--- src/rtl/xpm_pkg.sv ---
package xpm_pkg;
  // Row-buffer classification codes; the downstream controller decodes these.
  typedef enum logic [1:0] {
    ACC_HIT      = 2'b00,
    ACC_IDLE     = 2'b01,
    ACC_CONFLICT = 2'b10
  } acc_class_e;
endpackage

--- src/rtl/xpm_addr_split.sv ---
module xpm_addr_split #(
  parameter int ADDR_W  = 32,
  parameter int COL_W   = 11,
  parameter int BANK_W  = 5,
  parameter int TAG_LSB = 21,
  localparam int ROW_W  = ADDR_W - COL_W - BANK_W
) (
  input  logic [ADDR_W-1:0] addr,
  output logic [BANK_W-1:0] bank,
  output logic [ROW_W-1:0]  row,
  output logic [COL_W-1:0]  col
);
  // conventional bank slice folded with a slice of the tag region
  function automatic logic [BANK_W-1:0] permute_bank(input logic [ADDR_W-1:0] a);
    return a[COL_W +: BANK_W] ^ a[TAG_LSB +: BANK_W];
  endfunction

  // row is everything above the bank slice
  function automatic logic [ROW_W-1:0] row_of(input logic [ADDR_W-1:0] a);
    return a[COL_W+BANK_W +: ROW_W];
  endfunction

  function automatic logic [COL_W-1:0] col_of(input logic [ADDR_W-1:0] a);
    return a[COL_W-1:0];
  endfunction

  assign bank = permute_bank(addr);
  assign row  = row_of(addr);
  assign col  = col_of(addr);
endmodule

--- src/rtl/xpm_row_table.sv ---
module xpm_row_table #(
  parameter int NUM_BANKS = 32,
  parameter int ROW_W     = 16,
  localparam int BANK_W   = $clog2(NUM_BANKS)
) (
  input  logic                 clk,
  input  logic                 rst_n,
  input  logic                 acc_valid,
  input  logic [BANK_W-1:0]    acc_bank,
  input  logic [ROW_W-1:0]     acc_row,
  input  logic [NUM_BANKS-1:0] close_mask,
  output logic                 lkp_open,
  output logic [ROW_W-1:0]     lkp_row
);
  logic [NUM_BANKS-1:0] open_vld;
  logic [ROW_W-1:0]     open_row [NUM_BANKS];

  // Lookup uses the state before the current edge
  assign lkp_open = open_vld[acc_bank];
  assign lkp_row  = open_row[acc_bank];

  always_ff @(posedge clk) begin
    if (!rst_n) begin
      open_vld <= '0;
      for (int b = 0; b < NUM_BANKS; b++) open_row[b] <= '0;
    end else begin
      for (int b = 0; b < NUM_BANKS; b++) begin
        if (acc_valid && acc_bank == BANK_W'(b)) begin
          // an access leaves its row open and beats a close in the same cycle
          open_vld[b] <= 1'b1;
          open_row[b] <= acc_row;
        end else if (close_mask[b]) begin
          // only the flagged bank loses its row
          open_vld[b] <= 1'b0;
        end
      end
    end
  end
endmodule

--- src/rtl/xpm_bank_mapper.sv ---
module xpm_bank_mapper #(
  parameter int ADDR_W    = 32,
  parameter int NUM_BANKS = 32,
  parameter int ROW_BYTES = 2048,
  parameter int TAG_LSB   = 21,
  localparam int BANK_W   = $clog2(NUM_BANKS),
  localparam int COL_W    = $clog2(ROW_BYTES),
  localparam int ROW_W    = ADDR_W - COL_W - BANK_W
) (
  input  logic                 clk,
  input  logic                 rst_n,
  input  logic                 req_valid,
  input  logic [ADDR_W-1:0]    req_addr,
  input  logic [NUM_BANKS-1:0] close_mask,
  output logic                 rsp_valid,
  output logic [BANK_W-1:0]    rsp_bank,
  output logic [ROW_W-1:0]     rsp_row,
  output logic [COL_W-1:0]     rsp_col,
  output logic [1:0]           rsp_class
);
  import xpm_pkg::*;

  // The tag slice must lie wholly inside the row field
  localparam bit TAG_FIELD_OK = (TAG_LSB >= COL_W + BANK_W) && (TAG_LSB + BANK_W <= ADDR_W);
  if (!TAG_FIELD_OK) begin : g_tag_field_bad
    $error("xpm_bank_mapper: tag slice overlaps bank/column fields or exceeds address width");
  end

  logic [BANK_W-1:0] acc_bank;
  logic [ROW_W-1:0]  acc_row;
  logic [COL_W-1:0]  acc_col;
  logic              lkp_open;
  logic [ROW_W-1:0]  lkp_row;

  xpm_addr_split #(
    .ADDR_W(ADDR_W), .COL_W(COL_W), .BANK_W(BANK_W), .TAG_LSB(TAG_LSB)
  ) u_split (
    .addr(req_addr), .bank(acc_bank), .row(acc_row), .col(acc_col)
  );

  xpm_row_table #(
    .NUM_BANKS(NUM_BANKS), .ROW_W(ROW_W)
  ) u_table (
    .clk(clk), .rst_n(rst_n),
    .acc_valid(req_valid), .acc_bank(acc_bank), .acc_row(acc_row),
    .close_mask(close_mask),
    .lkp_open(lkp_open), .lkp_row(lkp_row)
  );

  // Named classification events, observed by the checker
  logic hit_w, idle_w, conflict_w;
  assign idle_w     = !lkp_open;
  assign hit_w      = lkp_open && (lkp_row == acc_row);
  assign conflict_w = lkp_open && (lkp_row != acc_row);

  acc_class_e cls_d;
  always_comb begin
    if (idle_w)     cls_d = ACC_IDLE;
    else if (hit_w) cls_d = ACC_HIT;
    else            cls_d = ACC_CONFLICT;
  end

  // one register stage from strobe to result
  always_ff @(posedge clk) begin
    if (!rst_n) begin
      rsp_valid <= 1'b0;
      rsp_bank  <= '0;
      rsp_row   <= '0;
      rsp_col   <= '0;
      rsp_class <= 2'b00;
    end else begin
      rsp_valid <= req_valid;
      if (req_valid) begin
        rsp_bank  <= acc_bank;
        rsp_row   <= acc_row;
        rsp_col   <= acc_col;
        rsp_class <= cls_d;
      end
    end
  end
endmodule

--- config.mk ---
export PLATFORM = sky130hd
export DESIGN_NAME = xpm_bank_mapper
export DESIGN_NICKNAME = d
export VERILOG_FILES = /design/src/rtl/xpm_pkg.sv /design/src/rtl/xpm_addr_split.sv /design/src/rtl/xpm_row_table.sv /design/src/rtl/xpm_bank_mapper.sv
export SDC_FILE = /design/constraint.sdc
export NUM_CORES = 1
export LEC_CHECK = 0
export BUFFER_PORTS_ARGS = -buffer_cell sky130_fd_sc_hd__buf_4
export CORE_MARGIN = 5
export CORE_UTILIZATION = 54
export CTS_BUF_LIST = sky130_fd_sc_hd__clkbuf_8
export DETAILED_ROUTE_END_ITERATION = 8
export GPL_ROUTABILITY_DRIVEN = 0
export PLACE_DENSITY = 0.74
export SLEW_MARGIN = 20
export SYNTH_ARGS = -nofsm -noshare
export SYNTH_HDL_FRONTEND = slang
export SYNTH_SLANG_ARGS = --single-unit
--- constraint.sdc ---
create_clock -name clk -period 3.3 [get_ports clk]
set_input_delay 0 -clock clk [delete_from_list [all_inputs] [get_ports clk]]
set_output_delay 0 -clock clk [all_outputs]
set_load 0.01 [all_outputs]
==> summary.txt <==
STA
  • Final Max Slew Viols: 0
  • RSZ-0062 raised after global routing: no
  • Max-slew headroom: 33.3%
  • Final Hold Viols: 0
  • Min Tclk post-route: 3.12 ns
  • Fin crit share: 94.4%
  • Fmax: 0.321 GHz
  • Final setup fails: 0
  • Clk_skew: 0.0371 ns
  • Worst-Margin Slew: 0.997 ns
  • Min Hold Slack: 0.0682 ns

Power
  • Psw: 4.30 mW
  • Worst vdd ir: 273 uV
  • Pwr dens: 570 nW/um^2
  • Sequential power share: 52.5%
  • Leakage power: 10.6 nW
  • Comb power frac: 14.0%
  • Cell-internal power: 12.2 mW
  • Sw frac: 26.0%
  • Power share of the clock group: 33.5%
  • Power, Total: 16.5 mW

Worst hold path
  • Endpoint with the worst hold slack: rsp_class[1]
  • Hold Path Stages: 3
  • Hold wc startpoint: rst_n
  • Hold crit path type: primary input to flip-flop

Logic synthesis
  • Post-synth top area cell: edfxtp_1
  • Netlist cell types: 50
  • Seq cells post-synth: 579
  • Post-synth EDFFs: 512
  • Mapped Area: 24300 sq um
  • Asr flop ratio synth: 0%
  • Largest cells by area after synthesis: edfxtp_1 63%, mux4_2 8.3%, dfxtp_1 5.5%
  • Sequential element share of the synthesized area: 68.9%
  • Syn Area/Cell: 14.3 sq um
  • Syn Inst Count: 1696
  • Synth Warn #: 0
  • Count leader, synth: edfxtp_1
  • Top FF cell, synth: edfxtp_1
  • Synth cell count leaders: 512 x edfxtp_1, 314 x nor2_1, 184 x nand2_1
  • Top-area cell type share of the netlist area: 63.3%
  • Syn_nets: 1763

Die
  • IO Count: 102
  • Initial Util: 54.8%
  • Die Ht: 222 um
  • Chip Width: 222 um
  • Site Rows: 77
  • Die area: 49300 sq um
  • CORE AREA: 44300 sq um

CTS
  • Clock latency on the worst-skew pair: 0.68 ns
  • H-tree Lvls: 3
  • CTS root buf: clkbuf_8
  • Clock Tree Buf Depth: 3
  • Clock sink count: 579
  • CTS tree: built
  • Total CTS buffers: 90
  • Worst-path clk slew: 0.08 ns

Worst setup path
  • CP Capture Type: flip-flop
  • Crit Path Class: primary input to flip-flop
  • Kind of cell adding the most delay to the critical path: buffers and inverters
  • Worst-path cell chain: dlygate4sd3_1, buf_4, xor2_4, buf_4, mux4_2, and3_1, a2111oi_1, buf_4, o21a_1, o21ai_0, dlygate4sd3_1, nor2_1, a31oi_1
  • Crit-path slowest cell: dlygate4sd3_1
  • RR Endpoint: rsp_class[1]
  • CP Launch Type: primary input
  • Crit-path most repeated cell: buf_4
  • Worst r2r path cells: 8
  • Critical Path Max Stage Delay: 0.56 ns
  • CP Max Fanout: 13
  • Reg2reg setup slack: 0.52 ns
  • CP Buf/Inv Count: 5
  • CP arrival: 3.68 ns
  • Critical Path RT: 3.86 ns
  • Critical R2R Launch: u_table.open_row[9][11]

Global routing
  • First-pass GRT wire length: 106000 um
  • Number of global-route vias before repair: 16558
  • GRT Total Usage: 28.7%
  • GRT overflow: 0
  • Initial antenna violation count: 1
  • Pin count of the biggest net entering global routing: 71

Routing
  • ANT nets after route: 0
  • Initial DRT Pass Iterations: 8
  • Via Count: 16597
  • Number of vias per cell: 6.23
  • Wire per inst: 26.9 um
  • # DRC: 0
  • WL final: 71600 um
  • Starting DRC count in detailed routing: 2589

Cells and area
  • Final core occ: 65.4%
  • Final net count: 2064
  • Share of cells above drive strength 1: 21.6%
  • P&R area growth vs syn: 19.3%

Placed design
  • Hpwl dp: 45200 um
  • Port bufs: 101

Status
  • Status: finished, final reports clean

Flow run
  • Max_cap viols: 0
[worst max-delay path by stage]
stage                              endpoint    startpoint  slack [ns]  cells after the start
floorplan           u_table.open_row[20][0]  req_addr[23]       -0.12                      9
global placement               rsp_class[1]  req_addr[21]        0.13                     11
detailed placement             rsp_class[1]  req_addr[21]        0.14                     13
CTS                            rsp_class[1]  req_addr[22]        0.04                     14
global route                   rsp_class[1]  req_addr[23]        0.05                     13
finish                         rsp_class[1]  req_addr[23]        0.18                     13
[cell type report]
type | count | area (sq um)
Inverter | 30 | 113
Clock buffer | 96 | 1320
Sequential cell | 579 | 16700
Timing Repair Buffer | 320 | 2730
Fill cell | 3076 | 15400
Tap cell | 592 | 741
Antenna cell | 1 | 2.50
Clock inverter | 69 | 323
Multi-Input combinational cell | 976 | 7020
[cell families after synthesis]
family	share of synthesized area, %
AO/OA/AOI/OAI	4.32
AND/OR/NAND/NOR	11.1
buffers and inverters	2.71
multiplexers	12.1
flip-flops	68.9
XOR/XNOR	0.938
[power groups by stage]
stage / combinational (mW) / sequential (mW) / clock [mW]
after global placement: 2.13 / 8.76 / 0
after global routing: 2.40 / 8.68 / 5.93
after detailed placement: 2.15 / 8.80 / 0
after CTS: 2.25 / 8.65 / 5.57
after floorplan: 1.26 / 8.75 / 0
final: 2.31 / 8.65 / 5.53
[registers in the layout, summed over array words and instances (netlist names)]
signal / count
u_table.open_row: 512
u_table.open_vld: 32
rsp_row: 16
rsp_col: 11
rsp_bank: 5
rsp_class: 2
rsp_valid: 1
[metal layers]
layer / track usage (%) / part of all wire (%) / wire length (um) / up-vias
met1: 37.8 / 35 / 25400 / 8198
met3: 8.87 / 13 / 9640 / 227
li1: - / - / - / 6907
met4: 14.2 / 5.2 / 3720 / 0
met5: 0 / 0 / 0 / -
met2: 43.8 / 46 / 32800 / 1265
[tightest hold or removal path, cell delays in order]
cell,delay [ns]
buf_4,0.36
o21ai_0,0.26
a31oi_1,0.06
[stage by stage]
step	setup TNS [ns]	area, sq um	setup slack, ns	instances
2_1_floorplan	-15.04	24300	-0.117	1696
3_3_place_gp	0	26300	0.126	2400
3_5_place_dp	0	26300	0.137	2400
4_1_cts	0	29000	0.0418	2661
5_1_grt	0	29000	0.0499	2662
6_report	0	29000	0.183	2663
[repair_timing]
action,in CTS,in global routing
gates resized for setup,0,1
setup endpoints to repair,0,1
hold endpoints to repair,114,0
hold buffers,96,0
buffers inserted,0,1
[layout by cell type, fill, tap and decap left out, drive strengths merged, types with 3 or more instances in the layout]
cell,count
dfxtp,67
nor3,7
and3,7
a32o,5
o211ai,6
a221oi,12
nor2,315
nand2,184
o31a,3
clkbuf,96
nor4,4
o211a,4
nand2b,18
nand3,40
xnor2,17
o21ai,37
mux4,99
inv,66
a21boi,19
and2,15
edfxtp,512
nand4,15
a2111oi,3
mux2i,67
a21oi,8
o22ai,21
nor2b,29
xor2,6
a32oi,7
clkinv,30
buf,224
a31oi,7
dlygate4sd3,96
a22oi,8
Note: power is estimated with default switching activity, not from simulation.
